==> config.mk <==
export PLATFORM = sky130hd
export DESIGN_NAME = spi_dual_slave
export DESIGN_NICKNAME = d
export VERILOG_FILES = /design/src/rtl/spi_dual_pkg.sv /design/src/rtl/spi_in_sync.sv /design/src/rtl/spi_cmd_engine.sv /design/src/rtl/spi_pad_ctrl.sv /design/src/rtl/spi_dual_slave.sv
export SDC_FILE = /design/constraint.sdc
export NUM_CORES = 1
export LEC_CHECK = 0
export BUFFER_PORTS_ARGS = -buffer_cell sky130_fd_sc_hd__buf_2
export CAP_MARGIN = 25
export CORE_ASPECT_RATIO = 1.2
export CORE_UTILIZATION = 35
export DETAILED_ROUTE_END_ITERATION = 8
export GPL_ROUTABILITY_DRIVEN = 0
export PLACE_DENSITY_LB_ADDON = 0.1
export SETUP_SLACK_MARGIN = 0.02
export SLEW_MARGIN = 20
export SYNTH_ARGS = -nofsm -noshare
export SYNTH_HDL_FRONTEND = slang
export SYNTH_SLANG_ARGS = --single-unit
==> constraint.sdc <==
create_clock -name clk -period 1.3 [get_ports clk]
set_input_delay 0.13 -clock clk [delete_from_list [all_inputs] [get_ports clk]]
set_output_delay 0.13 -clock clk [all_outputs]
set_load 0.01 [all_outputs]
==> src/rtl/spi_dual_pkg.sv <==
package spi_dual_pkg;

  // Position of the direction flag inside the command byte
  localparam int CMD_DIR_BIT = 1;

  typedef enum logic {
    XFER_READ  = 1'b0,
    XFER_WRITE = 1'b1
  } xfer_dir_e;

endpackage

==> src/rtl/spi_in_sync.sv <==
module spi_in_sync #(
  parameter int STAGES = 2
) (
  input  logic clk,
  input  logic rst_n,
  input  logic sclk_i,
  input  logic ss_n_i,
  input  logic mosi_i,
  output logic sclk_rise_o,
  output logic sclk_fall_o,
  output logic ss_n_o,
  output logic mosi_o
);

  localparam int NSIG = 3;
  // Idle levels per line: {mosi, ss_n, sclk}
  localparam logic [NSIG-1:0] IDLE_VAL = 3'b010;

  logic [NSIG-1:0] raw;
  logic [NSIG-1:0] synced;
  logic            sclk_q;

  assign raw = {mosi_i, ss_n_i, sclk_i};

  for (genvar g = 0; g < NSIG; g++) begin : g_chain
    logic [STAGES-1:0] chain;
    always_ff @(posedge clk or negedge rst_n) begin
      if (!rst_n) chain <= {STAGES{IDLE_VAL[g]}};
      else        chain <= {chain[STAGES-2:0], raw[g]};
    end
    assign synced[g] = chain[STAGES-1];
  end

  always_ff @(posedge clk or negedge rst_n) begin
    if (!rst_n) sclk_q <= 1'b0;
    else        sclk_q <= synced[0];
  end

  assign sclk_rise_o = synced[0] & ~sclk_q;
  assign sclk_fall_o = ~synced[0] & sclk_q;
  assign ss_n_o      = synced[1];
  assign mosi_o      = synced[2];

endmodule

==> src/rtl/spi_cmd_engine.sv <==
module spi_cmd_engine
  import spi_dual_pkg::*;
#(
  parameter int ADDR_W = 5,
  parameter int DATA_W = 8
) (
  input  logic              clk,
  input  logic              rst_n,
  input  logic              sclk_rise_i,
  input  logic              sclk_fall_i,
  input  logic              ss_n_i,
  input  logic              mosi_i,
  input  logic              mode_half_i,
  output logic [ADDR_W-1:0] reg_addr_o,
  output logic              reg_wr_o,
  output logic [DATA_W-1:0] reg_wdata_o,
  output logic              reg_rd_o,
  input  logic [DATA_W-1:0] reg_rdata_i,
  output logic              tx_bit_o,
  output logic              rd_phase_o,
  output logic              mode_half_o
);

  localparam int               CNT_W    = $clog2(DATA_W);
  localparam logic [CNT_W-1:0] LAST_BIT = CNT_W'(DATA_W - 1);

  logic [CNT_W-1:0]  bit_cnt_q,  bit_cnt_n;
  logic [DATA_W-1:0] rx_q,       rx_n;
  logic [DATA_W-1:0] tx_q,       tx_n;
  logic [DATA_W-1:0] wdata_q,    wdata_n;
  logic [ADDR_W-1:0] addr_q,     addr_n;
  logic              cmd_done_q, cmd_done_n;
  xfer_dir_e         dir_q,      dir_n;
  logic              rd_pend_q,  rd_pend_n;
  logic              wr_pend_q,  wr_pend_n;
  logic              out_q,      out_n;
  logic              mode_q,     mode_n;

  logic [DATA_W-1:0] byte_in;
  logic [CNT_W-1:0]  tx_idx;

  assign byte_in = {rx_q[DATA_W-2:0], mosi_i};
  assign tx_idx  = LAST_BIT - bit_cnt_q;

  always_comb begin
    bit_cnt_n  = bit_cnt_q;
    rx_n       = rx_q;
    tx_n       = tx_q;
    wdata_n    = wdata_q;
    addr_n     = addr_q;
    cmd_done_n = cmd_done_q;
    dir_n      = dir_q;
    out_n      = out_q;
    mode_n     = mode_q;
    rd_pend_n  = 1'b0;
    wr_pend_n  = 1'b0;
    if (ss_n_i) begin
      bit_cnt_n  = '0;
      rx_n       = '0;
      cmd_done_n = 1'b0;
      dir_n      = XFER_READ;
      out_n      = 1'b0;
      mode_n     = mode_half_i;
    end else begin
      if (rd_pend_q) begin
        tx_n  = reg_rdata_i;
        out_n = reg_rdata_i[DATA_W-1];
      end
      if (wr_pend_q) addr_n = addr_q + 1'b1;
      if (sclk_rise_i) begin
        rx_n      = byte_in;
        bit_cnt_n = bit_cnt_q + 1'b1;
        if (bit_cnt_q == LAST_BIT) begin
          if (!cmd_done_q) begin
            cmd_done_n = 1'b1;
            addr_n     = byte_in[DATA_W-1 -: ADDR_W];
            dir_n      = xfer_dir_e'(byte_in[CMD_DIR_BIT]);
            rd_pend_n  = ~byte_in[CMD_DIR_BIT];
          end else if (dir_q == XFER_WRITE) begin
            wr_pend_n = 1'b1;
            wdata_n   = byte_in;
          end else begin
            addr_n    = addr_q + 1'b1;
            rd_pend_n = 1'b1;
          end
        end
      end else if (sclk_fall_i && cmd_done_q && dir_q == XFER_READ) begin
        out_n = tx_q[tx_idx];
      end
    end
  end

  always_ff @(posedge clk or negedge rst_n) begin
    if (!rst_n) begin
      bit_cnt_q  <= '0;
      rx_q       <= '0;
      tx_q       <= '0;
      wdata_q    <= '0;
      addr_q     <= '0;
      cmd_done_q <= 1'b0;
      dir_q      <= XFER_READ;
      rd_pend_q  <= 1'b0;
      wr_pend_q  <= 1'b0;
      out_q      <= 1'b0;
      mode_q     <= 1'b0;
    end else begin
      bit_cnt_q  <= bit_cnt_n;
      rx_q       <= rx_n;
      tx_q       <= tx_n;
      wdata_q    <= wdata_n;
      addr_q     <= addr_n;
      cmd_done_q <= cmd_done_n;
      dir_q      <= dir_n;
      rd_pend_q  <= rd_pend_n;
      wr_pend_q  <= wr_pend_n;
      out_q      <= out_n;
      mode_q     <= mode_n;
    end
  end

  assign reg_addr_o  = addr_q;
  assign reg_wr_o    = wr_pend_q;
  assign reg_wdata_o = wdata_q;
  assign reg_rd_o    = rd_pend_q;
  assign tx_bit_o    = out_q;
  assign rd_phase_o  = cmd_done_q && (dir_q == XFER_READ);
  assign mode_half_o = mode_q;

  // strobes come one at a time, each right after a serial rising edge
  a_r3_one_strobe: assert property (@(posedge clk) disable iff (!rst_n)
    !(reg_wr_o && reg_rd_o));
  a_r3_wr_after_edge: assert property (@(posedge clk) disable iff (!rst_n)
    reg_wr_o |-> $past(sclk_rise_i));
  // the captured mode holds for as long as chip select stays low
  a_r10_mode_frozen: assert property (@(posedge clk) disable iff (!rst_n)
    (!ss_n_i && $past(!ss_n_i)) |-> $stable(mode_q));
  // chip select high returns the engine to its idle command state
  a_r8_idle_clear: assert property (@(posedge clk) disable iff (!rst_n)
    ss_n_i |=> (!rd_phase_o && bit_cnt_q == '0));

endmodule

==> src/rtl/spi_pad_ctrl.sv <==
module spi_pad_ctrl (
  input  logic ss_n_i,
  input  logic mode_half_i,
  input  logic rd_phase_i,
  input  logic tx_bit_i,
  output logic mosi_o,
  output logic mosi_oe_o,
  output logic miso_o,
  output logic miso_oe_o
);

  always_comb begin
    mosi_oe_o = ~ss_n_i & mode_half_i & rd_phase_i;
    miso_oe_o = ~ss_n_i & ~mode_half_i;
    mosi_o    = mosi_oe_o & tx_bit_i;
    miso_o    = miso_oe_o & tx_bit_i;
  end

endmodule

==> src/rtl/spi_dual_slave.sv <==
module spi_dual_slave #(
  parameter int ADDR_W      = 5,
  parameter int DATA_W      = 8,
  parameter int SYNC_STAGES = 2
) (
  input  logic              clk,
  input  logic              rst_n,
  input  logic              mode_half_i,
  input  logic              sclk_i,
  input  logic              ss_n_i,
  input  logic              mosi_i,
  output logic              mosi_o,
  output logic              mosi_oe_o,
  output logic              miso_o,
  output logic              miso_oe_o,
  output logic [ADDR_W-1:0] reg_addr_o,
  output logic              reg_wr_o,
  output logic [DATA_W-1:0] reg_wdata_o,
  output logic              reg_rd_o,
  input  logic [DATA_W-1:0] reg_rdata_i
);

  logic rst_meta_q, rst_sync_n;
  logic sclk_rise, sclk_fall, ss_n_s, mosi_s;
  logic tx_bit, rd_phase, mode_half_q;

  // Reset asserts at once and releases on a clock edge
  always_ff @(posedge clk or negedge rst_n) begin
    if (!rst_n) begin
      rst_meta_q <= 1'b0;
      rst_sync_n <= 1'b0;
    end else begin
      rst_meta_q <= 1'b1;
      rst_sync_n <= rst_meta_q;
    end
  end

  spi_in_sync #(.STAGES(SYNC_STAGES)) u_sync (
    .clk         (clk),
    .rst_n       (rst_sync_n),
    .sclk_i      (sclk_i),
    .ss_n_i      (ss_n_i),
    .mosi_i      (mosi_i),
    .sclk_rise_o (sclk_rise),
    .sclk_fall_o (sclk_fall),
    .ss_n_o      (ss_n_s),
    .mosi_o      (mosi_s)
  );

  spi_cmd_engine #(.ADDR_W(ADDR_W), .DATA_W(DATA_W)) u_engine (
    .clk         (clk),
    .rst_n       (rst_sync_n),
    .sclk_rise_i (sclk_rise),
    .sclk_fall_i (sclk_fall),
    .ss_n_i      (ss_n_s),
    .mosi_i      (mosi_s),
    .mode_half_i (mode_half_i),
    .reg_addr_o  (reg_addr_o),
    .reg_wr_o    (reg_wr_o),
    .reg_wdata_o (reg_wdata_o),
    .reg_rd_o    (reg_rd_o),
    .reg_rdata_i (reg_rdata_i),
    .tx_bit_o    (tx_bit),
    .rd_phase_o  (rd_phase),
    .mode_half_o (mode_half_q)
  );

  spi_pad_ctrl u_pads (
    .ss_n_i      (ss_n_s),
    .mode_half_i (mode_half_q),
    .rd_phase_i  (rd_phase),
    .tx_bit_i    (tx_bit),
    .mosi_o      (mosi_o),
    .mosi_oe_o   (mosi_oe_o),
    .miso_o      (miso_o),
    .miso_oe_o   (miso_oe_o)
  );

  // the shared line is taken over only right after a serial rising edge
  a_r5_turn_on_edge: assert property (@(posedge clk) disable iff (!rst_sync_n)
    $rose(mosi_oe_o) |-> $past(sclk_rise));
  // never two slave drivers at once
  a_r7_one_driver: assert property (@(posedge clk) disable iff (!rst_sync_n)
    !(mosi_oe_o && miso_oe_o));
  // a deselected slave drives nothing
  a_r8_released: assert property (@(posedge clk) disable iff (!rst_sync_n)
    ss_n_s |-> !(mosi_oe_o || miso_oe_o));

endmodule

==> results of run 1 <==
[per-stage QoR]
stage	setup TNS (ps)	cell area (um^2)	std cells	util [%]
2_1_floorplan	-4630	2020	158	-
3_5_place_dp	-5940	2390	266	44.8
3_3_place_gp	-5240	2390	266	44.8
6_report	-4400	2820	288	52.9
4_1_cts	-4240	2720	284	50.9
5_1_grt	-5610	2820	288	52.9
[worst register-to-register path, cell delays in order, from the launching register on]
cell and delay (ps):
dfrtp_1 390, ha_2 200, ha_4 160, and4bb_4 220, nor2_2 90, or4b_4 460, nand3_2 70
[layer usage]
layer / global-route usage [%] / part of all wire [%] / up-vias
met2: 26.8 / 53 / 31
met3: 3.50 / 3.4 / 8
met1: 19.4 / 43 / 716
met5: 0 / 0 / -
met4: 5.64 / 1.4 / 0
li1: - / - / 686
[logic make-up after synthesis]
group	after synthesis	synth area share [%]
simple gates	56	15.6
flops	46	58.7
mux	23	14.1
compound gates	20	6.75
buf+inv	8	2.29
fa+ha+maj	3	1.91
other cells	1	0.191
xor+xnor	1	0.446
[registers in the layout, indices dropped and copies added, names as in the netlist, 3 cells and up]
signal	flops
u_sync.g_chain.chain	6
u_engine.reg_wdata_o	8
u_engine.reg_addr_o	5
u_engine.tx_q	8
u_engine.bit_cnt_q	3
u_engine.rx_q	7
[Yosys cell counts]
cell and count:
dfrtp_1 44, nand2_1 23, mux2_2 17, a21oi_1 11, nor2_1 10, nand3_1 5, clkbuf_1 4, mux2i_1 4
nor2b_1 4, a221o_1 3, ha_1 3, a211oi_1 2, and2_1 2, buf_6 2, dfstp_2 2, inv_1 2
mux4_2 2, nand2b_1 2, nor3_1 2, nor4bb_1 2, a21o_1 1, and2b_2 1, and3b_1 1, and4bb_2 1
and4bb_4 1, conb_1 1, nor4_4 1, o21bai_1 1, o22a_1 1, o311ai_0 1, or4b_2 1, xnor2_1 1
[power groups by stage]
| stage | clock [W] | sequential (W) | combinational (W) |
|---|---|---|---|
| 3_5_place_dp | 0 | 0.00152 | 0.000121 |
| 4_1_cts | 0.00108 | 0.00149 | 0.000159 |
| 3_3_place_gp | 0 | 0.00152 | 0.000118 |
| 6_report | 0.00104 | 0.00149 | 0.000171 |
| 5_1_grt | 0.00114 | 0.00149 | 0.000187 |
| 2_1_floorplan | 0 | 0.00152 | 0.0000579 |
[layout make-up]
type,count,area (um^2)
inverters,2,7.51
well taps,62,77.6
repair buffers,66,519
fillers,463,2510
multi-input cells,104,950
clock inverters,2,37.5
flip-flops and latches,46,1160
clock buffers,6,72.6
[worst min path at each step]
stage	from	endpoint	slack, ps	depth (start not counted)
detailed placement	rst_n	rst_meta_q	-80	1
global route	reg_rdata_i[1]	u_engine.tx_q[1]	60	2
floorplan	rst_n	rst_meta_q	-170	0
finish	reg_rdata_i[0]	u_engine.tx_q[0]	70	2
global placement	rst_n	rst_meta_q	-90	1
CTS	reg_rdata_i[1]	u_engine.tx_q[1]	50	2
[repair_timing]
| action | CTS | global route |
|---|---|---|
| gates cloned | 0 | 0 |
| pin swaps | 10 | 7 |
| setup buffers | 7 | 4 |
| gates resized for setup | 28 | 14 |
| endpoints found under the setup margin | 29 | 28 |
| hold buffers | 4 | 0 |
| hold endpoints to repair | 5 | 0 |
==> impl_results.md, run 1 <==
- Failing checks: setup timing
- Number of library cell types mapped by synthesis: 32
- Tmin final: 1640 ps
- Initial DRC Count: 46
- Via density: 5.00
- Yosys reg bits: 46
- Starting Density: 36.8%
- Via count: 1441
- WP data required: 1540 ps
- Seq/Total Area, Yosys: 58.7%
- Status: finished with violations
- Worst r2r src: u_engine.bit_cnt_q[1]
- Die height: 84.1 um
- Total Nets Final: 242
- P_leak: 1.33 nW
- Cells after synthesis: 158
- # H-tree levels: 2
- Routed WL per cell: 14.9 um
- Fin. Hold Viols: 0
- NetSw: 0.000582 W
- Routed Antenna Nets: 0
- Vias in the first global route: 1515
- Clk root buf: clkbuf_8
- Commonest non-fill, non-tap cell in the layout: dfrtp_1
- Longest Clk Path Bufs: 2
- FF-to-FF End: u_engine.reg_addr_o[2]
- Cell count along the critical path: 6
- HPWL Detailed: 2.97 mm
- Critical path's slowest cell: or4b_4
- Clk_lat worst skew: 300 ps
- CP max FO: 5
- Seq pwr share: 55.1%
- First drt pass iteration count: 4
- WL final: 4.29 mm
- CP cell instances: ha_2, ha_4, and4bb_4, nor2_2, or4b_4, nand3_2
- Fin Clk Skew: 13.7 ps
- Max-cap violations: 0
- Clock sinks: 46
- Critical path launch point type: flip-flop
- Crit path buf inv count: 0
- Tot Pwr: 0.00270 W
- RSZ-0062 raised after global routing: yes
- Sw Share: 21.5%
- GRT overflow: 0
- Crit path capture: u_engine.reg_addr_o[2]
- First-pass GRT wire length: 7.27 mm
- Layout area overhead: 43.6%
- Worst hold path class: in2reg
- Die Width: 70.4 um
- # IOs: 33
- Internal Pwr Total: 0.00212 W
- Area contributors post-synth: dfrtp_1 56%, mux2_2 9.7%, nand2_1 4.4%
- Die area: 0.00592 mm^2
- Rows: 29
- Share of layout cells above drive strength 1: 50.4%
- CTS tree: built
- Final Setup Violations: 19
- Reg2reg path depth: 6
- Num CTS Buffers: 5
- Yosys Warn Count: 0
- Most frequent cells in the layout: 42 x dfrtp_1, 31 x buf_2, 22 x nand2_1, 17 x buf_4, 12 x mux2_4
- Largest net degree at the start of global routing: 26
- Placeable Area: 0.00533 mm^2
- Post-Syn Area: 0.00196 mm^2
- GR Util All Layers: 15.8%
- Final period utilization: 126%
- Worst setup path start: u_engine.bit_cnt_q[1]
- Max-slew violations: 0
- WS Path Type: reg2reg
- Slowest stage delay, CP: 460 ps
- Residual DRC count: 0
- Area leader, netlist: dfrtp_1
- Critical path endpoint category: flip-flop
- Worst hold slack: 66.3 ps
- CP delay by family, top: simple AND/OR/NAND/NOR gates
- Worst Path Arrival: 1880 ps
- Comb pwr share: 6.3%
- Number of port buffers: 32
- VDD IR max: 772 uV
- Clock Power Share: 38.6%
- Syn Area/Cell: 12.4 um^2
- P per Cell Area: 959 mW/mm^2
- Share of the synthesized area in the top cell type: 56.1%
- R2R Setup Slk: -340 ps
- ANT cells: 0
- Place WS: -379 ps
- CTS clk-pin slew, worst paths: 90 ps
- Max Fclk: 610 MHz
- Syn Nets: 175
- Initial antenna violation count: 0
- Setup WS post-layout: -338 ps
No activity file was read; power rests on OpenSTA's default activity.
==> run 2: changes to the inputs <==
--- a/config.mk
+++ b/config.mk
@@ -5,10 +5,10 @@
 export SDC_FILE = /design/constraint.sdc
 export NUM_CORES = 1
 export LEC_CHECK = 0
-export BUFFER_PORTS_ARGS = -buffer_cell sky130_fd_sc_hd__buf_2
+export BUFFER_PORTS_ARGS = -buffer_cell sky130_fd_sc_hd__clkbuf_2
 export CAP_MARGIN = 25
 export CORE_ASPECT_RATIO = 1.2
-export CORE_UTILIZATION = 35
+export CORE_UTILIZATION = 49
 export DETAILED_ROUTE_END_ITERATION = 8
 export GPL_ROUTABILITY_DRIVEN = 0
 export PLACE_DENSITY_LB_ADDON = 0.1
==> run 2 against run 1 <==
  * The run still ends with setup timing left
  * Sequential cell count unchanged
  * First-iteration DRC count did not move
  * Sequential power about the same
  * Total power is 2.0% higher
  * Combinational power grew 5%
  * Critical path depth unchanged
  * Sequential share of layout area rose by 1.3 points
  * Core utilization grew 21 points
  * Non-clock buffer count rose by 1
==> impl_results.md, run 2 (same netlist as run 1, synthesis figures left out) <==
- Post-layout util: 73.4% (was 52.9%)
- R2R Setup Slk: -390 ps (was -340 ps)
- Longest Clk Path Bufs: 2 (unchanged)
- Setup WS post-layout: -387 ps (was -338 ps)
- Max Fclk: 593 MHz (was 610 MHz)
- Critical path launch point type: flip-flop (unchanged)
- Max-slew violations: 0 (unchanged)
- Rows: 24 (was 29)
- Routed WL per cell: 15.1 um (was 14.9 um)
- ANT cells: 0 (unchanged)
- # H-tree levels: 2 (unchanged)
- P_leak: 1.30 nW (was 1.33 nW)
- Final Setup Violations: 18 (was 19)
- First-pass GRT wire length: 6.97 mm (was 7.27 mm)
- Starting Density: 52.8% (was 36.8%)
- Die area: 0.00427 mm^2 (was 0.00592 mm^2)
- Total Nets Final: 243 (was 242)
- Vias in the first global route: 1517 (was 1515)
- Internal Pwr Total: 0.00214 W (was 0.00212 W)
- Comb pwr share: 6.5% (was 6.3%)
- P per Cell Area: 1010 mW/mm^2 (was 959 mW/mm^2)
- CTS clk-pin slew, worst paths: 90 ps (about the same)
- Fin area: 0.00273 mm^2 (was 0.00282 mm^2)
- Share of layout cells above drive strength 1: 49.8% (was 50.4%)
- CP max FO: 5 (unchanged)
- Status: finished with violations (unchanged)
- First drt pass iteration count: 4 (unchanged)
- Fin. Hold Viols: 0 (unchanged)
- WS Path Type: reg2reg (unchanged)
- NetSw: 0.000620 W (was 0.000582 W)
- Via density: 5.20 (was 5.00)
- Residual DRC count: 0 (unchanged)
- Tot Pwr: 0.00276 W (was 0.00270 W)
- Initial DRC Count: 46 (unchanged)
- Layout area overhead: 39.2% (was 43.6%)
- RSZ-0062 raised after global routing: yes (unchanged)
- WP data required: 1540 ps (about the same)
- Place WS: -415 ps (was -379 ps)
- Seq pwr share: 53.8% (was 55.1%)
- Num CTS Buffers: 5 (unchanged)
- Critical path endpoint category: flip-flop (unchanged)
- Via count: 1450 (was 1441)
- Max-cap violations: 0 (unchanged)
- Clk_lat worst skew: 300 ps (about the same)
- Area post-placement: 0.00239 mm^2 (about the same)
- Number of port buffers: 32 (unchanged)
- GR Util All Layers: 22.4% (was 15.8%)
- Commonest non-fill, non-tap cell in the layout: dfrtp_1 (unchanged)
- Die height: 71.4 um (was 84.1 um)
- Failing checks: setup timing (unchanged)
- Initial antenna violation count: 0 (unchanged)
- Most frequent cells in the layout: 42 x dfrtp_1, 29 x clkbuf_2, 26 x buf_4, 23 x nand2_1, 10 x a21oi_1 (was 42 x dfrtp_1, 31 x buf_2, 22 x nand2_1, 17 x buf_4, 12 x mux2_4)
- Worst hold slack: 58.9 ps (was 66.3 ps)
- Sw Share: 22.5% (was 21.5%)
- Worst hold path class: in2reg (unchanged)
- Worst Path Arrival: 1930 ps (was 1880 ps)
- Clk root buf: clkbuf_8 (unchanged)
- Placeable Area: 0.00372 mm^2 (was 0.00533 mm^2)
- HPWL Detailed: 2.88 mm (was 2.97 mm)
- Largest net degree at the start of global routing: 32 (was 26)
- VDD IR max: 1060 uV (was 772 uV)
- CTS tree: built (unchanged)
- Routed Antenna Nets: 0 (unchanged)
- Tmin final: 1690 ps (was 1640 ps)
- # IOs: 33 (unchanged)
- WL final: 4.22 mm (was 4.29 mm)
- GRT overflow: 0 (unchanged)
- Clock Power Share: 39.7% (was 38.6%)
- Fin Clk Skew: 5.12 ps (was 13.7 ps)
- Final period utilization: 130% (was 126%)
- Die Width: 59.8 um (was 70.4 um)
- Clock sinks: 46 (unchanged)
-- run 2: cell count changes in the layout (fill, tap and decap cells not counted), moves of 4 or more --
cell / previous run / this run
buf_2: 31 / 2
clkbuf_2: 0 / 29
buf_6: 9 / 4
mux2_4: 12 / 8
buf_4: 17 / 26
mux2_2: 5 / 9
-- run 2: critical path, cell delays in order, from the launching register on --
cell and delay [ps]:
dfrtp_1 360, ha_2 200, ha_4 160, and4bb_4 290, nor2_4 50, or4b_4 480
nand3_1 80
-- run 2: metal layers --
metal	track usage [%]	part of all wire (%)
met1	26.9	40
met2	38.3	54
met3	5.23	3.7
met4	8.79	2.3
met5	0	0
-- run 2: final cells by class --
cell class / instances / area [um^2]
sequential: 46 / 1160
inverter: 2 / 7.51
tap: 52 / 65.1
clock buffer: 5 / 68.8
fill: 278 / 990
clock inverter: 3 / 47.5
timing repair buffer: 67 / 475
multi-input combinational: 104 / 913
-- run 2: per-stage QoR --
stage | setup TNS (ps) | cells
3_3_place_gp | -4500 | 258
4_1_cts | -4860 | 277
5_1_grt | -4910 | 279
6_report | -3970 | 279
3_5_place_dp | -5530 | 258
2_1_floorplan | -4630 | 158
-- run 2: final timing paths --
kind                                       start                         end  cells after the start
max                        u_engine.bit_cnt_q[0]      u_engine.reg_addr_o[2]                      6
min                               reg_rdata_i[2]            u_engine.tx_q[2]                      2
max reg2reg                u_engine.bit_cnt_q[0]      u_engine.reg_addr_o[2]                      6
min reg2reg                           rst_sync_n     u_engine.reg_wdata_o[3]                      0
max in group asynchronous             rst_sync_n  u_sync.g_chain[1].chain[0]                      1
min in group asynchronous                  rst_n                  rst_sync_n                      2
-- run 2: power groups by stage --
stage | Clock (W) | Sequential (W) | Combinational, W
floorplan | 0 | 0.00152 | 0.0000579
global placement | 0 | 0.00151 | 0.000121
detailed placement | 0 | 0.00152 | 0.000127
CTS | 0.00112 | 0.00148 | 0.000163
global route | 0.00116 | 0.00149 | 0.000199
finish | 0.00109 | 0.00148 | 0.000180
-- run 2: timing repair --
item / 4_1_cts / 5_1_grt
resized for setup: 16 / 14
endpoints found under the hold margin: 5 / 0
buffers inserted: 7 / 3
pin swaps: 7 / 4
hold buffers: 4 / 0
endpoints found under the setup margin: 28 / 21
==> run 3: changes to the inputs <==
--- a/config.mk
+++ b/config.mk
@@ -13,6 +13,7 @@
 export GPL_ROUTABILITY_DRIVEN = 0
 export PLACE_DENSITY_LB_ADDON = 0.1
 export SETUP_SLACK_MARGIN = 0.02
+export SKIP_LAST_GASP = 1
 export SLEW_MARGIN = 20
 export SYNTH_ARGS = -nofsm -noshare
 export SYNTH_HDL_FRONTEND = slang
==> run 3 against run 2 <==
  * The flow still finishes with violations (setup timing)
  * Global-route usage about the same
  * Core utilization increased by 0.24 points
  * Final cell count unchanged
  * Count of clock-buffer cells in the layout unchanged
  * Final area increased by 0.32%
  * Non-clock buffer count unchanged
  * Routed wire length increased by 0.73%
  * Sequential cell count unchanged
  * Die area unchanged
  * Clock skew about the same
  * Setup slack about the same
==> impl_results.md, run 3 (same netlist as run 1, synthesis figures left out) <==
- Total Nets Final: 243 (unchanged)
- Die area: 0.00427 mm^2 (unchanged)
- Clock sinks: 46 (unchanged)
- Commonest non-fill, non-tap cell in the layout: dfrtp_1 (unchanged)
- WL met2: 2.30 mm (was 2.27 mm)
- ANT cells: 0 (unchanged)
- Vias in the first global route: 1524 (was 1517)
- Final period utilization: 130% (about the same)
- Critical path endpoint category: flip-flop (unchanged)
- Die Width: 59.8 um (unchanged)
- Most frequent cells in the layout: 42 x dfrtp_1, 29 x clkbuf_2, 26 x buf_4, 23 x nand2_1, 10 x a21oi_1 (unchanged)
- Clk root buf: clkbuf_8 (unchanged)
- Fin Clk Skew: 5.12 ps (about the same)
- Worst Path Arrival: 1930 ps (about the same)
- P per Cell Area: 1010 mW/mm^2 (about the same)
- # H-tree levels: 2 (unchanged)
- CP max FO: 5 (unchanged)
- Longest Clk Path Bufs: 2 (unchanged)
- GR Util All Layers: 22.5% (was 22.4%)
- Fin area: 0.00274 mm^2 (was 0.00273 mm^2)
- # IOs: 33 (unchanged)
- Largest net degree at the start of global routing: 32 (unchanged)
- Num CTS Buffers: 5 (unchanged)
- Worst hold path class: in2reg (unchanged)
- Worst hold slack: 58.9 ps (about the same)
- Placeable Area: 0.00372 mm^2 (unchanged)
- Place WS: -415 ps (unchanged)
- Rows: 24 (unchanged)
- Layout area overhead: 39.6% (was 39.2%)
- Tmin final: 1690 ps (about the same)
- Critical path launch point type: flip-flop (unchanged)
- Starting Density: 52.8% (unchanged)
- Max-cap violations: 0 (unchanged)
- Initial DRC Count: 51 (was 46)
- Crit path buf inv count: 0 (unchanged)
- WP data required: 1540 ps (about the same)
- CP cell instances: ha_2, ha_4, and4bb_4, nor2_4, or4b_4, nand3_1 (unchanged)
- WL final: 4.25 mm (was 4.22 mm)
- Via count: 1452 (was 1450)
- Post-Route M1 WL: 1.70 mm (about the same)
- CTS tree: built (unchanged)
- Die height: 71.4 um (unchanged)
- Clk_lat worst skew: 300 ps (about the same)
- RSZ-0062 raised after global routing: yes (unchanged)
- Setup_tns: -3990 ps (was -3970 ps)
- Final Setup Violations: 18 (unchanged)
- Fin. Hold Viols: 0 (unchanged)
- WS Path Type: reg2reg (unchanged)
- Residual DRC count: 0 (unchanged)
- Status: finished with violations (unchanged)
- Area post-placement: 0.00239 mm^2 (unchanged)
- Slowest stage delay, CP: 480 ps (about the same)
- DR WL met3: 157 um (was 158 um)
- Non-filler cells, final: 279 (unchanged)
- CTS clk-pin slew, worst paths: 90 ps (about the same)
- Max Fclk: 593 MHz (about the same)
- Max-slew violations: 0 (unchanged)
- VDD IR max: 1060 uV (about the same)
- GRT overflow: 0 (unchanged)
- Critical path's slowest cell: or4b_4 (unchanged)
- HPWL Detailed: 2.88 mm (unchanged)
- Setup WS post-layout: -387 ps (about the same)
- P_leak: 1.30 nW (about the same)
- Number of port buffers: 32 (unchanged)
- Share of layout cells above drive strength 1: 50.2% (was 49.8%)
- Routed Antenna Nets: 0 (unchanged)
- CP delay by family, top: simple AND/OR/NAND/NOR gates (unchanged)
- Via density: 5.20 (about the same)
- Highest routed layer: met4 (unchanged)
- Total of fill cells in the finished design: 276 (was 278)
- First-pass GRT wire length: 6.98 mm (was 6.97 mm)
- Failing checks: setup timing (unchanged)
- Placed cells: 258 (unchanged)
- Routed WL per cell: 15.2 um (was 15.1 um)
- Initial antenna violation count: 0 (unchanged)
- First drt pass iteration count: 4 (unchanged)
[run 3: cell count changes in the layout (fill, tap and decap cells not counted)]
cell	delta
and2_4	+1
buf_6	+1
and2_1	-1
buf_2	-1
[run 3: layout make-up]
class                           instances  area, um^2  share of cell area [%]
Clock buffer                            5        68.8                    2.51
Inverter                                2        7.51                   0.274
Sequential cell                        46        1160                    42.2
Clock inverter                          3        47.5                    1.73
Tap cell                               52        65.1                    2.37
Multi-Input combinational cell        104         916                    33.4
Timing Repair Buffer                   67         482                    17.6
[run 3: final timing paths]
path                                             from                    endpoint  slack (ps)  cells after the start
worst max-delay path            u_engine.bit_cnt_q[0]      u_engine.reg_addr_o[2]        -390                      6
worst min-delay path                   reg_rdata_i[2]            u_engine.tx_q[2]          60                      2
worst max register to register  u_engine.bit_cnt_q[0]      u_engine.reg_addr_o[2]        -390                      6
worst min register to register             rst_sync_n     u_engine.reg_wdata_o[3]         170                      0
max in group asynchronous                  rst_sync_n  u_sync.g_chain[1].chain[0]         580                      1
min in group asynchronous                       rst_n                  rst_sync_n         140                      2
[run 3: repair_timing]
item | in CTS | in global routing
endpoints found under the hold margin | 5 | 0
gates resized for setup | 15 | 18
setup buffers | 7 | 3
hold buffers | 4 | 0
pin swaps | 7 | 6
endpoints found under the setup margin | 28 | 29
[run 3: layer usage]
metal / track usage [%] / vias to the layer above
met5: 0 / -
met4: 8.79 / 0
met3: 5.23 / 10
met2: 38.5 / 35
met1: 26.8 / 721
li1: - / 686
[run 3: metrics by stage]
stage | total power (W) | util [%]
6_report | 0.00276 | 73.7
5_1_grt | 0.00285 | 73.7
4_1_cts | 0.00277 | 71.6
3_5_place_dp | 0.00164 | 64.3
3_3_place_gp | 0.00163 | 64.3
2_1_floorplan | 0.00158 | -
[run 3: where the power goes]
part	internal, W	leakage, nW	switching, W
clock network	0.000586	0.0591	0.000507
logic	0.0000960	0.631	0.0000844
registers	0.00146	0.614	0.0000283
total	0.00214	1.30	0.000620
